File: config.mk
export PLATFORM = sky130hd
export DESIGN_NAME = can_tx_stager
export DESIGN_NICKNAME = d
export VERILOG_FILES = /design/src/rtl/can_stg_pkg.sv /design/src/rtl/can_stg_regs.sv /design/src/rtl/can_stg_seq.sv /design/src/rtl/can_stg_pins.sv /design/src/rtl/can_tx_stager.sv
export SDC_FILE = /design/constraint.sdc
export NUM_CORES = 1
export LEC_CHECK = 0
export ABC_AREA = 0
export BUFFER_PORTS_ARGS = -buffer_cell sky130_fd_sc_hd__buf_4
export CAP_MARGIN = 20
export CORE_ASPECT_RATIO = 1.75
export CORE_MARGIN = 10
export CORE_UTILIZATION = 56
export DETAILED_ROUTE_END_ITERATION = 8
export PLACE_DENSITY = 0.81
export SETUP_SLACK_MARGIN = 0.15
export SYNTH_ARGS = -nofsm -noshare
export SYNTH_HDL_FRONTEND = slang
export SYNTH_SLANG_ARGS = --single-unit
File: constraint.sdc
create_clock -name clk -period 5.8 [get_ports clk]
set_clock_uncertainty 0.2 [all_clocks]
set_input_delay 1.74 -clock clk [delete_from_list [all_inputs] [get_ports clk]]
set_output_delay 1.74 -clock clk [all_outputs]
set_load 0.005 [all_outputs]
File: src/rtl/can_stg_pkg.sv
// Shared register map and widths for the CAN transmit payload stager.
// Assumes a fixed 8-bit register bus with four registers.
package can_stg_pkg;
    localparam int BYTE_W = 8;
    localparam int ADDR_W = 2;
    localparam int ID_W   = 11;
    localparam int DLC_W  = 4;

    typedef enum logic [ADDR_W-1:0] {
        A_DATA_ODD  = 2'd0,
        A_DATA_EVEN = 2'd1,
        A_LEN_IDLO  = 2'd2,
        A_IDHI_RMT  = 2'd3
    } reg_addr_e;

    typedef struct packed {
        logic             rmt;
        logic [ID_W-1:0]  id;
        logic [DLC_W-1:0] dlc;
    } frame_hdr_t;
endpackage

File: src/rtl/can_stg_regs.sv
// Register file: two payload registers, length/low-ID and high-ID/remote.
// Assumes single-cycle writes and a combinational read mux.
module can_stg_regs
    import can_stg_pkg::*;
(
    input  logic              clk,
    input  logic              rst_n,
    input  logic              wr_en,
    input  logic [ADDR_W-1:0] addr,
    input  logic [BYTE_W-1:0] wr_data,
    output logic [BYTE_W-1:0] rd_data,
    output logic [BYTE_W-1:0] data_odd,
    output logic [BYTE_W-1:0] data_even,
    output frame_hdr_t        hdr
);
    logic [BYTE_W-1:0] regs_q [4];

    // Store written bytes; all registers clear on reset.
    always_ff @(posedge clk) begin
        if (!rst_n) begin
            for (int i = 0; i < 4; i++) regs_q[i] <= '0;
        end else if (wr_en) begin
            regs_q[addr] <= wr_data;
        end
    end

    // Read mux and field extraction.
    always_comb begin
        rd_data   = regs_q[addr];
        data_odd  = regs_q[A_DATA_ODD];
        data_even = regs_q[A_DATA_EVEN];
        hdr.rmt   = regs_q[A_IDHI_RMT][7];
        hdr.id    = {regs_q[A_IDHI_RMT][6:0], regs_q[A_LEN_IDLO][7:4]};
        hdr.dlc   = regs_q[A_LEN_IDLO][DLC_W-1:0];
    end
endmodule

File: src/rtl/can_stg_seq.sv
// Byte sequencer: byte index, alternation between the payload registers,
// buffer-empty flag and sticky underrun. Assumes that start outranks req.
module can_stg_seq
    import can_stg_pkg::*;
#(
    parameter int MAX_BYTES = 8,
    localparam int IDX_W = $clog2(MAX_BYTES + 2)
)(
    input  logic              clk,
    input  logic              rst_n,
    input  logic              start,
    input  logic              req,
    input  logic              wr_en,
    input  logic [ADDR_W-1:0] wr_addr,
    input  logic              rmt,
    input  logic [DLC_W-1:0]  dlc,
    output logic              sel,
    output logic              tbe,
    output logic              underrun,
    output logic              done,
    output logic [IDX_W-1:0]  eff_len
);
    logic [IDX_W-1:0] idx_q;
    logic             tbe_q, tbe_src_q, unr_q;
    logic             consume, refill_needed, refill_write;

    // Number of payload bytes in effect: clamped, zero for remote frames.
    always_comb begin
        if (rmt)                         eff_len = '0;
        else if (int'(dlc) > MAX_BYTES)  eff_len = IDX_W'(MAX_BYTES);
        else                             eff_len = IDX_W'(dlc);
    end

    // Decode acceptance, refill need and a write that refills the emptied register.
    always_comb begin
        done          = (idx_q > eff_len);
        sel           = ~idx_q[0];
        consume       = req && !done && !start;
        refill_needed = (({1'b0, idx_q} + (IDX_W+1)'(2)) <= {1'b0, eff_len});
        refill_write  = wr_en && (wr_addr == (tbe_src_q ? A_DATA_EVEN : A_DATA_ODD));
    end

    // Byte index: 1 after reset or start, advances per accepted byte.
    always_ff @(posedge clk) begin
        if (!rst_n || start) idx_q <= IDX_W'(1);
        else if (consume)    idx_q <= idx_q + IDX_W'(1);
    end

    // Buffer-empty flag and the register it refers to.
    always_ff @(posedge clk) begin
        if (!rst_n || start) begin
            tbe_q     <= 1'b0;
            tbe_src_q <= 1'b0;
        end else if (consume && refill_needed) begin
            tbe_q     <= 1'b1;
            tbe_src_q <= sel;
        end else if (tbe_q && refill_write) begin
            tbe_q     <= 1'b0;
        end
    end

    // Sticky underrun: a byte taken while a refill was still pending.
    always_ff @(posedge clk) begin
        if (!rst_n || start)     unr_q <= 1'b0;
        else if (consume && tbe_q) unr_q <= 1'b1;
    end

    assign tbe      = tbe_q;
    assign underrun = unr_q;
endmodule

File: src/rtl/can_stg_pins.sv
// Maps a serial bit to the two pin-driver enables. Dominant (0) enables
// both drivers; recessive or a forced-off control leaves both disabled.
module can_stg_pins (
    input  logic bit_in,
    input  logic force_off,
    output logic lo_en,
    output logic hi_en
);
    // Driver enable decode.
    always_comb begin
        lo_en = !force_off && !bit_in;
        hi_en = !force_off && !bit_in;
    end
endmodule

File: src/rtl/can_tx_stager.sv
// Top of the CAN transmit payload stager. Connects the register file,
// the byte sequencer and the pin mapping. Assumes the serializer samples
// byte_data in the cycle it raises byte_req.
module can_tx_stager
    import can_stg_pkg::*;
#(
    parameter int MAX_BYTES = 8,
    localparam int IDX_W = $clog2(MAX_BYTES + 2)
)(
    input  logic              clk,
    input  logic              rst_n,
    input  logic              bus_wr,
    input  logic [ADDR_W-1:0] bus_addr,
    input  logic [BYTE_W-1:0] bus_wdata,
    output logic [BYTE_W-1:0] bus_rdata,
    input  logic              tx_start,
    input  logic              byte_req,
    output logic [BYTE_W-1:0] byte_data,
    output logic              next_sel,
    output logic              payload_done,
    output logic              tbe,
    output logic              underrun,
    output logic [ID_W-1:0]   frame_id,
    output logic              frame_rmt,
    output logic [DLC_W-1:0]  frame_dlc,
    output logic [IDX_W-1:0]  frame_len,
    input  logic              ser_bit,
    input  logic              drv_off,
    output logic              pin_lo_en,
    output logic              pin_hi_en
);
    logic [BYTE_W-1:0] data_odd, data_even;
    frame_hdr_t        hdr;

    can_stg_regs u_regs (
        .clk(clk), .rst_n(rst_n), .wr_en(bus_wr), .addr(bus_addr),
        .wr_data(bus_wdata), .rd_data(bus_rdata),
        .data_odd(data_odd), .data_even(data_even), .hdr(hdr)
    );

    can_stg_seq #(.MAX_BYTES(MAX_BYTES)) u_seq (
        .clk(clk), .rst_n(rst_n), .start(tx_start), .req(byte_req),
        .wr_en(bus_wr), .wr_addr(bus_addr), .rmt(hdr.rmt), .dlc(hdr.dlc),
        .sel(next_sel), .tbe(tbe), .underrun(underrun),
        .done(payload_done), .eff_len(frame_len)
    );

    can_stg_pins u_pins (
        .bit_in(ser_bit), .force_off(drv_off),
        .lo_en(pin_lo_en), .hi_en(pin_hi_en)
    );

    // Present the byte from the selected payload register and the header fields.
    always_comb begin
        byte_data = next_sel ? data_even : data_odd;
        frame_id  = hdr.id;
        frame_rmt = hdr.rmt;
        frame_dlc = hdr.dlc;
    end
endmodule

==> impl_metrics.ini, run 1 <==
[critical_path]
worstSetupEndpoint = bus_rdata[3]
crit_fanout = 14
crit_arrival_ns = 2.67
criticalPathCategory = in -> out
crit_slowest_cell = mux4_2
reg2reg_slack_ns = 3.05
worstSetupStartpointType = input port
crit_top_cell = buf_4
cp-end-kind = primary output
cp.required_ns = 3.86
r2r_cells = 7
cp_cell_sequence = buf_4 -> mux4_2 -> buf_4
r2r-start = u_seq.idx_q[0]$_SDFFE_PP1P_
r2r_end = u_seq.tbe_src_q$_SDFFE_PP0P_
startpoint = bus_addr[0]
slowest_delay_ns = 0.55

[grt]
grt.overflow.total = 0
antenna_found_initial = 0
grt_pass1_wl_um = 8763
grt_pass1_vias = 1736
grtUsageTotal_pct = 17.16
grt_max_degree = 16

[final_layout]
synthToLayoutAreaGrowth_pct = 26.60
diodes = 0
drive_above_1_share_pct = 37.33
final_nets = 251
fillers = 254

[route]
dr.max_layer_used = met4
wl_um = 5502
viasPerCell = 5.801
vias = 1572
detail-route-antenna-nets = 0
met3WireLength_um = 360
first_pass_iters = 4
drc = 0
met1Wirelength_um = 1745
routed-wl-met2_um = 3209
wl_per_cell_um = 20.30
drt_iter0_drc = 81

[synth]
synthCells = 165
synth_nets = 191
synth_xor_xnor_area_share_pct = 2.116
synthAdderAreaFrac_pct = 5.441
synth_area_leader_cell = edfxtp_1
synth_area_leaders = edfxtp_1 (46%), mux4_2 (8.7%), and2_1 (7.6%)
synth_simple_gate_area_share_pct = 18.14
synth_compound_area_share_pct = 5.260
synth-seq-cells = 39
ys_seq_area_share_pct = 53.20
synth_top_family_by_area = simple AND/OR/NAND/NOR gates
synth_top_area_share_pct = 46.43
synth_mux_area_share_pct = 13.06
synth.distinct_cells = 34
syn_area_per_cell_sq_um = 12.54
yosysWarnings = 0
synthesis.area_sq_mm = 0.002069

[placement]
finalWeightedCongestion = 0.7715
hpwl_um = 4394
port-buffer-count = 58
pre_cts_ws_ns = 1.185

[timing]
rsz0062_at_grt = false
min_period_over_period_pct = 79.55
setup_viol = 0
fin_crit_ns = 4.614
layout_setup_ws_ns = 1.186
fin_setup_tns_ns = 0
fmax_mhz = 216.7
maxSlewViolCount = 0
hold_ws_ns = 0.2857
tightestPinTransition_ns = 0.9546
slew_headroom_pct = 36.22
hold_viol = 0

[floorplan]
ios = 59
start_util_pct = 57.61
dieArea_sq_mm = 0.006623
fp-row-count = 29
core_area_sq_mm = 0.003592
fp.dieH_um = 100.4
die_width_um = 65.96

[power]
p_leak_nw = 1.131
power_density_mw_per_mm2 = 242.0
ir_worst_vdd_mv = 0.2050

[clocking]
ctsResizeCount = 0
post_cts_buffers = 0
h-tree-depth = 2
cts_root_buffer = clkbuf_8
cts.sinks = 39
cts_buffers = 5
path_clk_slew_ns = 0.07
tritoncts = yes
postCtsHoldBufs = 0
cts_buffer_depth = 2
worstSkewPairLatency_ns = 0.29

[job]
cap_violations = 0

[hold_path]
min_path_type = reg -> reg

[run_status]
status = finished clean
[layer usage]
metal | vias to the layer above | track usage, %
li1 | 724 | -
met1 | 771 | 15.47
met2 | 64 | 31.91
met3 | 13 | 5.463
met4 | 0 | 9.562
met5 | - | 0
[sequential cells by signal (all words and copies together) (netlist names)]
name,count
u_seq.idx_q,4
u_seq.tbe_src_q,1
u_seq.tbe,1
u_seq.underrun,1
u_regs.regs_q,32
[cell families after synthesis]
group / after synthesis
AO/OA/AOI/OAI: 16
XOR/XNOR: 5
adder cells (fa/ha/maj): 9
buffers and inverters: 14
flip-flops: 39
multiplexers: 16
AND/OR/NAND/NOR: 66
[where the power goes]
part,internal (mW),total (mW),switching (mW)
clock,0.0799,0.166,0.0864
combinational,0.0713,0.130,0.0589
sequential,0.323,0.338,0.0148
total,0.474,0.634,0.160
[through the flow]
| step | power (mW) | util, % | std cells | instance area, sq um |
|---|---|---|---|---|
| floorplan | 0.4002 | - | 165 | 2069 |
| global placement | 0.4670 | 70.57 | 263 | 2535 |
| detailed placement | 0.4748 | 70.78 | 264 | 2542 |
| CTS | 0.6372 | 72.94 | 271 | 2620 |
| global route | 0.6624 | 72.94 | 271 | 2620 |
| finish | 0.6340 | 72.94 | 271 | 2620 |
[how the worst min path moves through the flow]
stage	startpoint	end	slack, ns	cells past startpoint
after floorplan	u_seq.underrun$_SDFFE_PP0P_	u_seq.underrun$_SDFFE_PP0P_	0.26	2
after global placement	u_seq.underrun$_SDFFE_PP0P_	u_seq.underrun$_SDFFE_PP0P_	0.26	2
after detailed placement	u_seq.underrun$_SDFFE_PP0P_	u_seq.underrun$_SDFFE_PP0P_	0.27	2
after CTS	u_seq.underrun$_SDFFE_PP0P_	u_seq.underrun$_SDFFE_PP0P_	0.29	2
after global routing	u_seq.underrun$_SDFFE_PP0P_	u_seq.underrun$_SDFFE_PP0P_	0.37	2
final	u_seq.underrun$_SDFFE_PP0P_	u_seq.underrun$_SDFFE_PP0P_	0.29	2
[critical path, delay by kind of cell]
family                 cells  cell delay (ns)
buffers and inverters      2             0.37
muxes                      1             0.55
[cells in the final DEF, fill, tap and decap left out, drive strengths merged]
cell | Yosys | layout
buf | 3 | 59
a32oi | 1 | 1
clkinv | 0 | 2
a22oi | 1 | 1
o211ai | 1 | 1
a211oi | 2 | 2
ha | 9 | 9
nand2b | 4 | 4
nand2 | 11 | 11
dfxtp | 7 | 7
xnor2 | 4 | 4
mux4 | 8 | 8
inv | 8 | 8
edfxtp | 32 | 32
nor2b | 1 | 1
mux2 | 8 | 8
a41o | 1 | 1
a21oi | 6 | 6
nand3 | 4 | 4
xor2 | 1 | 1
nor3b | 2 | 2
o21ba | 1 | 1
nand4b | 1 | 1
or4 | 1 | 1
and3 | 8 | 8
clkbuf | 3 | 5
nand4 | 1 | 1
nor2 | 6 | 6
nor3 | 1 | 1
o31a | 1 | 1
nand3b | 1 | 1
and2 | 25 | 25
o21ai | 2 | 2
[synth_stat cells]
library cell / instances
nand2_1: 11
o31a_2: 1
edfxtp_1: 32
nand4_1: 1
nand4b_1: 1
ha_1: 9
clkbuf_1: 3
and3_1: 8
buf_2: 1
inv_1: 8
nor3_1: 1
nor3b_1: 2
nor2_1: 6
nor2b_1: 1
mux2_2: 8
a21oi_1: 6
a32oi_1: 1
a41o_1: 1
xnor2_1: 4
o21ai_0: 2
and2_1: 25
a22oi_1: 1
buf_1: 1
mux4_2: 8
nand2b_1: 4
a211oi_1: 2
nand3b_1: 1
xor2_1: 1
o21ba_2: 1
o211ai_1: 1
or4_4: 1
buf_4: 1
nand3_1: 4
dfxtp_1: 7
[cell type report]
class                   instances  area [sq um]  share of cell area, %
repair buffers                 59         442.9                  16.91
multi-input cells             112         910.9                  34.77
flip-flops and latches         39          1101                  42.03
inverters                       8         30.03                  1.146
clock buffers                   5         68.82                  2.627
well taps                      46         57.56                  2.197
clock inverters                 2         8.758                 0.3343
(Power assumes the default switching activity.)
==> run 2: changes to the inputs <==
Settings changed: CORE_UTILIZATION 56 to 52, PLACE_DENSITY 0.81 to 0.76.
Clock period 5.8 ns to 4.34 ns, I/O delays scaled along.
==> run 2 against run 1 <==
Clock power rose by 69%. Routed wire length fell by 3.7%. Cell count rose by 2.2%. Largest power group unchanged.
==> impl_metrics.ini, run 2 (synthesized netlist as in run 1, its figures left out) <==
[hold_path]
min_path_type = reg -> reg
holdPathEnd = u_seq.underrun$_SDFFE_PP0P_
min-delay-start = u_seq.underrun$_SDFFE_PP0P_
worstHoldPathCells = 2

[clocking]
postCtsHoldBufs = 0
cts_root_buffer = clkbuf_8
cts.sinks = 39
cts_buffer_depth = 2
post_cts_buffers = 0
worstSkewPairLatency_ns = 0.28
h-tree-depth = 2
ctsResizeCount = 0
cts_buffers = 5
path_clk_slew_ns = 0.08
tritoncts = yes

[timing]
maxSlewViolCount = 0
fin_setup_tns_ns = 0
hold_ws_ns = 0.2829
hold_viol = 0
min_period_over_period_pct = 85.89
slew_headroom_pct = 45.24
rsz0062_at_grt = false
fin_crit_ns = 3.728
layout_setup_ws_ns = 0.6124
setup_viol = 0
tightestPinTransition_ns = 0.8197
fmax_mhz = 268.3

[critical_path]
crit_fanout = 14
cp-end-kind = primary output
cp_cell_sequence = buf_4 -> mux4_2 -> buf_4
crit_arrival_ns = 2.23
r2r-start = u_regs.regs_q[2][3]$_SDFFCE_PN0P_
r2r_end = u_seq.tbe_src_q$_SDFFE_PP0P_
crit_top_cell = buf_4
r2r_cells = 7
critPathTopFamily = multiplexers
critPathBufInv = 2
criticalPathCategory = in -> out
crit_slowest_cell = mux4_2
cp.required_ns = 2.84
reg2reg_slack_ns = 1.67
worstSetupStartpointType = input port
slowest_delay_ns = 0.54

[final_layout]
post-route-util_pct = 69.32
final_cell_mix = buf_4 (62), edfxtp_1 (32), and2_1 (25)
diodes = 0
largest_reg_flops = 32
synthToLayoutAreaGrowth_pct = 29.50
final_nets = 254
drive_above_1_share_pct = 38.86
top_register = u_regs.regs_q
largestRegisters = u_regs.regs_q (32), u_seq.idx_q (4)
layout_commonest_cell = buf_4

[power]
p_total_mw = 0.9034
p_leak_nw = 1.164
power_density_mw_per_mm2 = 337.1
ir_worst_vdd_mv = 0.2815

[floorplan]
fp.dieH_um = 103.5
dieArea_sq_mm = 0.007003
die_width_um = 67.69
core_area_sq_mm = 0.003866
fp-row-count = 30
ios = 59
start_util_pct = 53.53

[placement]
hpwl_um = 4234
port-buffer-count = 58
pre_cts_ws_ns = 0.6005
finalWeightedCongestion = 0.8139

[run_status]
status = finished clean

[route]
wl_um = 5301
vias = 1541
drt_iter0_drc = 74
drc = 0
first_pass_iters = 4
viasPerCell = 5.563
detail-route-antenna-nets = 0
wl_per_cell_um = 19.14

[job]
cap_violations = 0

[grt]
grt_pass1_vias = 1705
antenna_found_initial = 0
grt_pass1_wl_um = 8204
grtUsageTotal_pct = 15.67
grt_max_degree = 16
grt.overflow.total = 0
run 2: cell types whose count changed in the layout (fill, tap and decap cells not counted), sizes merged:
| cell | change |
|---|---|
| buf | +3 |
| clkbuf | +2 |
| clkinv | -1 |
run 2: worst max path at each step:
stage / start / end / slack (ns) / depth (start not counted)
2_1_floorplan: bus_addr[0] / bus_rdata[2] / 0.79 / 2
3_3_place_gp: bus_addr[0] / bus_rdata[2] / 0.62 / 3
3_5_place_dp: bus_addr[0] / bus_rdata[2] / 0.60 / 3
4_1_cts: bus_addr[0] / bus_rdata[2] / 0.60 / 3
5_1_grt: bus_addr[0] / bus_rdata[6] / 0.57 / 3
6_report: bus_addr[0] / bus_rdata[2] / 0.61 / 3
run 2: worst register-to-register path, cell delays in order (launching register included):
cell      delay, ns
edfxtp_1       0.44
nor2_1         0.19
nand2_1        0.12
ha_1           0.37
or4_4          0.60
a21oi_1        0.31
a21oi_1        0.12
a41o_1         0.21
run 2: report_power, final:
group / switching, mW / internal, mW / leakage (nW) / total [mW]
clock network: 0.117 / 0.163 / 0.0594 / 0.280
logic: 0.0806 / 0.0966 / 0.736 / 0.177
registers: 0.0153 / 0.431 / 0.369 / 0.447
total: 0.213 / 0.690 / 1.16 / 0.903
run 2: cell type report:
type / instances / area [sq um]
flip-flops and latches: 39 / 1101
inverters: 8 / 30.03
repair buffers: 62 / 465.4
multi-input cells: 112 / 910.9
fillers: 293 / 1186
clock buffers: 7 / 107.6
clock inverters: 1 / 5.005
well taps: 48 / 60.06
run 2: routing by layer:
metal	up-vias	part of all wire, %	routed length, um	global-route usage (%)
met3	6	5.0	265	4.207
met1	764	34	1776	14.13
li1	730	-	-	-
met5	-	0	0	0
met4	0	1.3	69	6.190
met2	41	60	3190	30.79
run 2: per-stage QoR:
step | std cells | instance area (sq um)
after floorplan | 165 | 2069
after global placement | 269 | 2567
after detailed placement | 269 | 2567
after CTS | 277 | 2680
after global routing | 277 | 2680
final | 277 | 2680
==> run 3: changes to the inputs <==
Settings changed: CORE_UTILIZATION 52 to 54, CTS_BUF_LIST set to sky130_fd_sc_hd__clkbuf_4 sky130_fd_sc_hd__clkbuf_8, GPL_TIMING_DRIVEN set to 0, PLACE_DENSITY 0.76 to 0.78.
==> run 3 against run 2 <==
Cell count up 0.72%. Clock-buffer cell count decreased by 2. Register-to-register slack worse by 0.32 ns. Global-route usage up 0.43 points. Non-clock buffer count increased by 4. Clock power fell by 14%. Critical endpoint is now bus_rdata[5]. Largest power group unchanged. Highest routed layer unchanged.
==> impl_metrics.ini, run 3 (synthesized netlist as in run 1, its figures left out) <==
[route]
viasPerCell = 5.659
drt_iter0_drc = 55
first_pass_iters = 4
drc = 0
detail-route-antenna-nets = 0
wl_um = 5519
wl_per_cell_um = 19.78
vias = 1579

[final_layout]
largestRegisters = u_regs.regs_q (32), u_seq.idx_q (4)
diodes = 0
top_register = u_regs.regs_q
synthToLayoutAreaGrowth_pct = 28.72
drive_above_1_share_pct = 38.20
fin_area_sq_mm = 0.002664
largest_reg_flops = 32
final_cell_mix = buf_4 (60), edfxtp_1 (32), and2_1 (25)
fillers = 278
layout_commonest_cell = buf_4
final_nets = 258

[timing]
fin_setup_tns_ns = 0
slew_headroom_pct = 33.53
rsz0062_at_grt = false
fmax_mhz = 251.6
maxSlewViolCount = 0
hold_viol = 0
min_period_over_period_pct = 91.58
fin_crit_ns = 3.974
tightestPinTransition_ns = 0.9949
setup_viol = 0

[grt]
antenna_found_initial = 0
grt_pass1_vias = 1631
grt_pass1_wl_um = 8169
grt_max_degree = 14
grt.overflow.total = 0
grtUsageTotal_pct = 16.11

[power]
power.switching_mw = 0.2268
p_leak_nw = 1.149
p_comb_share_pct = 20.7
swShare_pct = 26.17
power_density_mw_per_mm2 = 325.3
p_int_mw = 0.6398
ir_worst_vdd_mv = 0.2723
p_total_mw = 0.8666
power_frac_clock_pct = 27.8
seqPwrFrac_pct = 51.5

[critical_path]
worstSetupEndpoint = bus_rdata[5]
worstSetupStartpointType = input port
crit_fanout = 10
r2r_cells = 8
cp-end-kind = primary output
slowest_delay_ns = 0.49
reg2reg_slack_ns = 1.35
r2r-start = u_seq.idx_q[0]$_SDFFE_PP1P_
crit_arrival_ns = 2.47
startpoint = bus_addr[1]
crit_slowest_cell = buf_1
criticalPathCategory = in -> out
r2r_end = u_seq.tbe_src_q$_SDFFE_PP0P_
cp.required_ns = 2.84
crit_top_cell = buf_4
cp_cell_sequence = buf_4 -> buf_1 -> mux4_2 -> buf_4

[placement]
finalWeightedCongestion = 0.7555
dpl_cell_area_sq_mm = 0.002570
port-buffer-count = 58
hpwl_um = 4353

[clocking]
h-tree-depth = 2
worstSkewPairLatency_ns = 0.29
path_clk_slew_ns = 0.08
post_cts_buffers = 0
cts_root_buffer = clkbuf_8
cts_buffer_depth = 2
cts_buffers = 5
cts.sinks = 39
ctsResizeCount = 0
postCtsHoldBufs = 0
tritoncts = yes

[floorplan]
core_area_sq_mm = 0.003665
die_width_um = 66.80
dieArea_sq_mm = 0.006806
fp-row-count = 29
start_util_pct = 56.47
ios = 59
fp.dieH_um = 101.9

[run_status]
status = finished clean

[hold_path]
min_path_type = reg -> reg

[job]
cap_violations = 0
## run 3: final cells by class
type	count	area [sq um]	area share [%]
inverter	8	30.03	1.127
timing repair buffer	60	447.9	16.82
clock inverter	3	20.02	0.7515
tap	46	57.56	2.161
clock buffer	5	68.82	2.583
sequential	39	1101	41.33
multi-input combinational	112	910.9	34.19
buffer	6	27.53	1.033
## run 3: per-stage QoR
step / hold slack, ns / utilization, % / setup WS (ns) / std cells
2_1_floorplan: 0.2604 / - / 0.7900 / 165
3_3_place_gp: 0.2568 / 69.92 / 0.3768 / 269
3_5_place_dp: 0.2804 / 70.13 / 0.3482 / 270
4_1_cts: 0.3017 / 72.55 / 0.3482 / 278
5_1_grt: 0.3394 / 72.69 / 0.3182 / 279
6_report: 0.2970 / 72.69 / 0.3656 / 279
## run 3: power by group through the flow
stage / combinational [mW] / clock, mW / sequential [mW]
detailed placement: 0.182 / 0 / 0.455
floorplan: 0.0840 / 0 / 0.451
global route: 0.194 / 0.264 / 0.449
global placement: 0.175 / 0 / 0.452
CTS: 0.182 / 0.244 / 0.446
finish: 0.179 / 0.241 / 0.446
## run 3: how the worst min path moves through the flow
stage,from,to,cells after the start
after floorplan,u_seq.underrun$_SDFFE_PP0P_,u_seq.underrun$_SDFFE_PP0P_,2
after global placement,u_seq.underrun$_SDFFE_PP0P_,u_seq.underrun$_SDFFE_PP0P_,2
after detailed placement,u_seq.underrun$_SDFFE_PP0P_,u_seq.underrun$_SDFFE_PP0P_,2
after global routing,u_seq.underrun$_SDFFE_PP0P_,u_seq.underrun$_SDFFE_PP0P_,2
final,u_seq.underrun$_SDFFE_PP0P_,u_seq.underrun$_SDFFE_PP0P_,2
after CTS,u_seq.underrun$_SDFFE_PP0P_,u_seq.underrun$_SDFFE_PP0P_,2
## run 3: critical path: cells and delay by family
| kind | cells | cell delay (ns) |
|---|---|---|
| buf+inv | 3 | 0.74 |
| mux | 1 | 0.42 |
## run 3: per-layer routing
metal	share of wire, %	global-route usage (%)
met1	32	13.47
met2	61	32.26
met3	6.3	5.038
met4	1.2	6.483
met5	0	0
